`config.mk`:
```
export PLATFORM = sky130hd
export DESIGN_NAME = ifc_ctrl
export DESIGN_NICKNAME = d
export VERILOG_FILES = /design/src/rtl/ifc_pkg.sv /design/src/rtl/ifc_line_edge.sv /design/src/rtl/ifc_flag_bank.sv /design/src/rtl/ifc_wake_ctl.sv /design/src/rtl/ifc_ctrl.sv
export SDC_FILE = /design/constraint.sdc
export NUM_CORES = 1
export LEC_CHECK = 0
export BUFFER_PORTS_ARGS = -buffer_cell sky130_fd_sc_hd__buf_2
export CAP_MARGIN = 10
export CORE_AREA = 2 2 50 52
export CTS_BUF_LIST = sky130_fd_sc_hd__clkbuf_8 sky130_fd_sc_hd__clkbuf_16
export CTS_CLUSTER_SIZE = 10
export DETAILED_ROUTE_END_ITERATION = 10
export DIE_AREA = 0 0 52 54
export PLACE_DENSITY = 0.68
export SYNTH_ARGS = -nofsm -noshare
export SYNTH_HDL_FRONTEND = slang
export SYNTH_SLANG_ARGS = --single-unit
```
`constraint.sdc`:
```
create_clock -name clk -period 1.95 [get_ports clk]
set_input_delay 0.195 -clock clk [delete_from_list [all_inputs] [get_ports clk]]
set_output_delay 0.195 -clock clk [all_outputs]
set_load 0.05 [all_outputs]
```
`src/rtl/ifc_pkg.sv`:
```
package ifc_pkg;
    typedef enum logic {
        SEL_PEND   = 1'b0,
        SEL_ENABLE = 1'b1
    } reg_sel_e;
endpackage

```
`src/rtl/ifc_line_edge.sv`:
```
module ifc_line_edge #(
    parameter int N = 5
) (
    input  logic         clk,
    input  logic         rst_n,
    input  logic         upd_valid,
    input  logic [N-1:0] upd_level,
    input  logic [N-1:0] upd_mask,
    output logic [N-1:0] lines_o,
    output logic [N-1:0] rise_o
);
    typedef struct packed {
        logic [N-1:0] lines;
    } st_t;

    st_t st_d, st_q;
    logic [N-1:0] lvl_in;

    always_comb begin
        st_d   = st_q;
        lvl_in = upd_level & upd_mask;
        rise_o = '0;
        if (upd_valid) begin
            rise_o      = lvl_in & ~st_q.lines;
            st_d.lines  = (st_q.lines & ~upd_mask) | lvl_in;
        end
    end

    always_ff @(posedge clk or negedge rst_n) begin
        if (!rst_n) st_q <= '0;
        else        st_q <= st_d;
    end

    assign lines_o = st_q.lines;
endmodule

```
`src/rtl/ifc_flag_bank.sv`:
```
module ifc_flag_bank #(
    parameter int N  = 5,
    parameter int DW = 8
) (
    input  logic          clk,
    input  logic          rst_n,
    input  logic [N-1:0]  rise_i,
    input  logic          reg_wr,
    input  logic          reg_sel,
    input  logic [DW-1:0] reg_wdata,
    output logic [N-1:0]  pend_o,
    output logic [N-1:0]  enable_o,
    output logic [N-1:0]  newly_o,
    output logic [DW-1:0] rdata_o
);
    import ifc_pkg::*;
    localparam int PAD = DW - N;

    typedef struct packed {
        logic [N-1:0] pend;
        logic [N-1:0] en;
    } st_t;

    st_t st_d, st_q;
    logic [N-1:0] pend_base;

    always_comb begin
        st_d      = st_q;
        pend_base = st_q.pend;
        if (reg_wr && reg_sel_e'(reg_sel) == SEL_PEND)
            pend_base = reg_wdata[N-1:0];
        if (reg_wr && reg_sel_e'(reg_sel) == SEL_ENABLE)
            st_d.en = reg_wdata[N-1:0];
        st_d.pend = pend_base | rise_i;
        newly_o   = rise_i & ~st_q.pend;
    end

    always_ff @(posedge clk or negedge rst_n) begin
        if (!rst_n) st_q <= '0;
        else        st_q <= st_d;
    end

    generate
        if (PAD > 0) begin : g_pad
            always_comb begin
                if (reg_sel_e'(reg_sel) == SEL_PEND)
                    rdata_o = {{PAD{1'b1}}, st_q.pend};
                else
                    rdata_o = {{PAD{1'b0}}, st_q.en};
            end
        end else begin : g_nopad
            always_comb begin
                if (reg_sel_e'(reg_sel) == SEL_PEND) rdata_o = st_q.pend[DW-1:0];
                else                                  rdata_o = st_q.en[DW-1:0];
            end
        end
    endgenerate

    assign pend_o   = st_q.pend;
    assign enable_o = st_q.en;
endmodule

```
`src/rtl/ifc_wake_ctl.sv`:
```
module ifc_wake_ctl #(
    parameter int N = 5
) (
    input  logic         clk,
    input  logic         rst_n,
    input  logic [N-1:0] newly_i,
    input  logic [N-1:0] enable_i,
    input  logic         master_en,
    input  logic         halt_req,
    output logic         wake_o,
    output logic         halted_o
);
    typedef struct packed {
        logic wake;
        logic halted;
    } st_t;

    st_t st_d, st_q;

    always_comb begin
        st_d      = st_q;
        st_d.wake = master_en && (|(newly_i & enable_i));
        if (st_d.wake)     st_d.halted = 1'b0;
        else if (halt_req) st_d.halted = 1'b1;
    end

    always_ff @(posedge clk or negedge rst_n) begin
        if (!rst_n) st_q <= '0;
        else        st_q <= st_d;
    end

    assign wake_o   = st_q.wake;
    assign halted_o = st_q.halted;
endmodule

```
`src/rtl/ifc_ctrl.sv`:
```
module ifc_ctrl #(
    parameter int N  = 5,
    parameter int DW = 8
) (
    input  logic          clk,
    input  logic          rst_n,
    input  logic          upd_valid,
    input  logic [N-1:0]  upd_level,
    input  logic [N-1:0]  upd_mask,
    input  logic          master_en,
    input  logic          halt_req,
    input  logic          reg_wr,
    input  logic          reg_sel,
    input  logic [DW-1:0] reg_wdata,
    output logic [DW-1:0] reg_rdata,
    output logic [N-1:0]  line_state,
    output logic          wake,
    output logic          halted
);
    logic [N-1:0] rise_w, pend_w, enable_w, newly_w;

    ifc_line_edge #(.N(N)) u_edge (
        .clk(clk), .rst_n(rst_n), .upd_valid(upd_valid),
        .upd_level(upd_level), .upd_mask(upd_mask),
        .lines_o(line_state), .rise_o(rise_w)
    );

    ifc_flag_bank #(.N(N), .DW(DW)) u_bank (
        .clk(clk), .rst_n(rst_n), .rise_i(rise_w),
        .reg_wr(reg_wr), .reg_sel(reg_sel), .reg_wdata(reg_wdata),
        .pend_o(pend_w), .enable_o(enable_w), .newly_o(newly_w),
        .rdata_o(reg_rdata)
    );

    ifc_wake_ctl #(.N(N)) u_wake (
        .clk(clk), .rst_n(rst_n), .newly_i(newly_w), .enable_i(enable_w),
        .master_en(master_en), .halt_req(halt_req),
        .wake_o(wake), .halted_o(halted)
    );
endmodule


```
---- Word-level counts from Yosys, hierarchy flattened ----
Index checks and enable logic that the tools add are counted.
operators by class
  mux-type cells .......................... 5
  bitwise gates (word level) .............. 11
  reduce and logical (&&, ||, !) cells .... 5
operator list
  cell                count
  bitwise AND 5 bit   5
  NOT 5 bit           3
  two-way mux 5 bit   2
  OR 5 bit            2
  two-way mux 8 bit   1
  OR reduction 5 bit  1
  logical AND 1 bit   3
  two-way mux 1 bit   2
  nonzero test 2 bit  1
  NOT 1 bit           1
storage, ports and cells
  register bits ........................... 17
  input bits .............................. 25
  output and inout port bits .............. 15
  logic and storage cells ................. 26

---- Depth between registers and ports, before layout ----
  word-level depth ........................ 8
  gate-level depth with buffers ........... 5
  mapped depth without buffers ............ 4

---- Modules after synthesis ----
From an unflattened synthesis, not the netlist that was laid out.
second synthesis, totals
  cell total of the unflattened synthesis .. 74
  area, all modules ....................... 872.1 sq um
modules (own cells, without submodules)
  module         times used  cells each  area an instance (sq um)  seq. area each (sq um)
  ifc_flag_bank  1           47          533.0                     250.2
  ifc_line_edge  1           20          256.5                     125.1
  ifc_wake_ctl   1           7           82.6                      50.0

---- Worst setup path before layout ----
OpenSTA, ideal clock, no wires.
  path type ............................... register to register
  from .................................... register (tool-made name)
  to ...................................... register u_wake.st_q, in the netlist u_wake.wake_o
  setup time .............................. 124 ps
  arrival ................................. 1504 ps
  data required time ...................... 1826 ps
  slack ................................... 322 ps
  cell stages (with the launch flop) ...... 5
  buffers on the path ..................... 0
  period minus slack after synthesis ...... 1628 ps
  cells stage by stage .................... dfrtp_1 -> nand4b_4 -> nor3b_1 -> or3_4 -> o31a_1
RTL lines
  what                  RTL line            text
  end signal, assigned  ifc_wake_ctl.sv:29  else st_q <= st_d;
  end, declared         ifc_wake_ctl.sv:18  st_t st_d, st_q;

---- Final worst setup path ----
  from .................................... register u_bank.st_q, in the netlist u_bank.pend_o[1]
  to ...................................... output reg_rdata[1]
between the ends
  longest elaborated chain between the ends .. 1
ends and longest elaborated chain
  what                    RTL line             text
  start, declared         ifc_flag_bank.sv:24  st_t st_d, st_q;
  start signal, assigned  ifc_flag_bank.sv:40  else st_q <= st_d;
  two-way mux 8 bit       ifc_flag_bank.sv:46  if (reg_sel_e'(reg_sel) == SEL_PEND)
  end, declared           ifc_ctrl.sv:15       output logic [DW-1:0] reg_rdata,
Every way passes these cells.

==> metrics.yaml <==
io_buffers: 36
tightest_slew_ns: 0.423
crit_type: "reg2out"
post-dp-hpwl_um: 1410
synth_top_family_by_area: "simple AND/OR/NAND/NOR gates"
die_h_um: 54
stdcell_area_sq_um: 1110
routed_wl_um: 1770
power_frac_seq: 0.427
gr-total-overflow: 0
yosys.area_share.xor_xnor: 0
syn-cell-area_sq_um: 871
layout_common_cells: "buf_2 (36), nand2_1 (17), dfrtp_1 (17), mux2_2 (15)"
remaining_drc_errors: 0
power.internal_uw: 654
synth_compound_gate_area_share: 0.0330
cp.arrival_ns: 1.14
hold_path_class: "in2reg"
final_common_cell: "buf_2"
antenna_left: 0
cts_tree: "built"
dieArea_sq_um: 2810
n_antenna_cell: 0
grt_max_degree: 18
placed_area_sq_um: 1060
grt.total_usage: 0.137
ctsResizeCount: 0
gp_congestion: 0.747
ys.warnings.count: 0
ys_ff_latch: 17
wl_per_cell_um: 12.4
dr.pass1.iters: 4
p_switching_uw: 364
synthesis.nets: 100
cts_buffer_depth: 2
num_rows: 18
ys_seq_area_frac: 0.489
ir_worst_vdd_uv: 372
ios: 40
die_w_um: 52
clock_latency_ns: 0.25
cp-end-kind: "primary output"
avgSynthCellArea_sq_um: 11.6
antenna_found_initial: 0
post_drt_via_cell_ratio: 4.95
setup.worst_path.start_class: "register"
fin_crit_ns: 1.33
status: "finished, final reports clean"
rsz0062_at_grt: "false"
grt_pass1_vias: 685
comb_power_share: 0.325
drive_gt1_frac: 0.518
drv_slew: 0
root_buffer: "clkbuf_8"
synth_cells: 75
core-area_sq_um: 2320
skew_ns: 0.00461
setup_viol: 0
ctsHtreeMaxLevel: 1
syn_to_final_growth_pct: 27.7
start_util: 0.375
clock_sinks: 17
cts_buffers: 3
yosys.area_share.adder: 0
p_sw_frac: 0.357
muxShareOfSynthArea: 0.194
place_worst_setup_slack_ns: 0.641
final.period_utilization: 0.682
drt_iter0_markers: 2
yosysUniqueCellTypes: 18
setup_tns_ns: 0
synthSimpleGateAreaFrac: 0.244
vias: 703
cap_violations: 0
max_slew_margin: 0.717
required_ns: 1.75
max_freq_ghz: 0.752
grt_pass1_wl_um: 2880
clk_pin_slew_worst_paths_ns: 0.07
layout.nets: 138
hold_violations: 0
clkPwrFrac: 0.248
powerDensity_nw_per_um2: 915
leakagePower_uw: 0.000540
setup_slack_ns: 0.620
crit_fanout: 3
metrics by stage:
stage	hold slack [ns]	util	instances	total power, uW
floorplan	-0.101	-	75	687
global placement	0.140	0.456	137	765
detailed placement	0.140	0.456	137	774
CTS	0.141	0.480	142	1030
global route	0.152	0.480	142	1070
finish	0.147	0.480	142	1020
power by group through the flow:
stage | Clock [uW] | Sequential, uW | Combinational (uW)
5_1_grt | 279 | 442 | 352
3_5_place_dp | 0 | 441 | 333
4_1_cts | 260 | 435 | 335
6_report | 253 | 435 | 331
2_1_floorplan | 0 | 502 | 185
3_3_place_gp | 0 | 437 | 328
area by class of cell:
type	count	area, sq um
Clock inverter	1	3.75
Timing Repair Buffer	37	190
Sequential cell	17	425
Clock buffer	3	41.3
Tap cell	30	37.5
Inverter	1	3.75
Fill cell	230	1210
Multi-Input combinational cell	53	410
critical path, stage by stage (launching register included):
cell,delay [ns]
dfrtp_1,0.40
mux2_2,0.27
buf_2,0.21
per-layer routing:
| layer | global-route usage | vias to the layer above | wire (um) | share of wire |
|---|---|---|---|---|
| li1 | - | 340 | - | - |
| met1 | 0.159 | 348 | 755 | 0.43 |
| met2 | 0.264 | 15 | 925 | 0.52 |
| met3 | 0.0167 | 0 | 84 | 0.048 |
| met4 | 0.0395 | 0 | 0 | 0 |
| met5 | 0 | - | 0 | 0 |
logic make-up (layout without fill, tap and decap cells):
| family | count (synthesis) | count (layout) |
|---|---|---|
| AND/OR/NAND/NOR | 35 | 35 |
| flip-flops | 17 | 17 |
| multiplexers | 15 | 15 |
| buffers and inverters | 5 | 42 |
| AO/OA/AOI/OAI | 3 | 3 |
synth_stat cells:
cell,number,share of area
nand4b_1,3,0.030
nor2b_1,1,0.0072
or3_4,1,0.013
inv_1,1,0.0043
nand4b_2,1,0.017
o31a_1,1,0.010
o21a_1,1,0.0086
dfrtp_1,17,0.49
nand4b_4,1,0.027
buf_6,1,0.013
nand3_1,5,0.029
buf_4,2,0.017
nor2_1,1,0.0043
a211oi_2,1,0.014
nor3b_1,5,0.043
mux2_2,15,0.19
buf_2,1,0.0057
nand2_1,17,0.073
path summary, 6_finish.rpt:
check	from	end	slack, ns	cells past startpoint
worst max-delay path	u_bank.pend_o[1]	reg_rdata[1]	0.62	2
worst min-delay path	master_en	u_wake.halted_o	0.15	2
worst max register to register	register	u_wake.wake_o	0.64	4
worst min register to register	u_bank.pend_o[4]	u_bank.pend_o[4]	0.52	2
max in group asynchronous	rst_n	async pin	1.28	2
min in group asynchronous	rst_n	u_bank.enable_o[0]	0.40	2
what timing repair did:
| item | in CTS | in global routing |
|---|---|---|
| setup buffers | 0 | 0 |
| hold endpoints to repair | 17 | 0 |
| endpoints found under the setup margin | 0 | 0 |
| hold buffers | 1 | 0 |
Power figures use the tool's default switching activity.
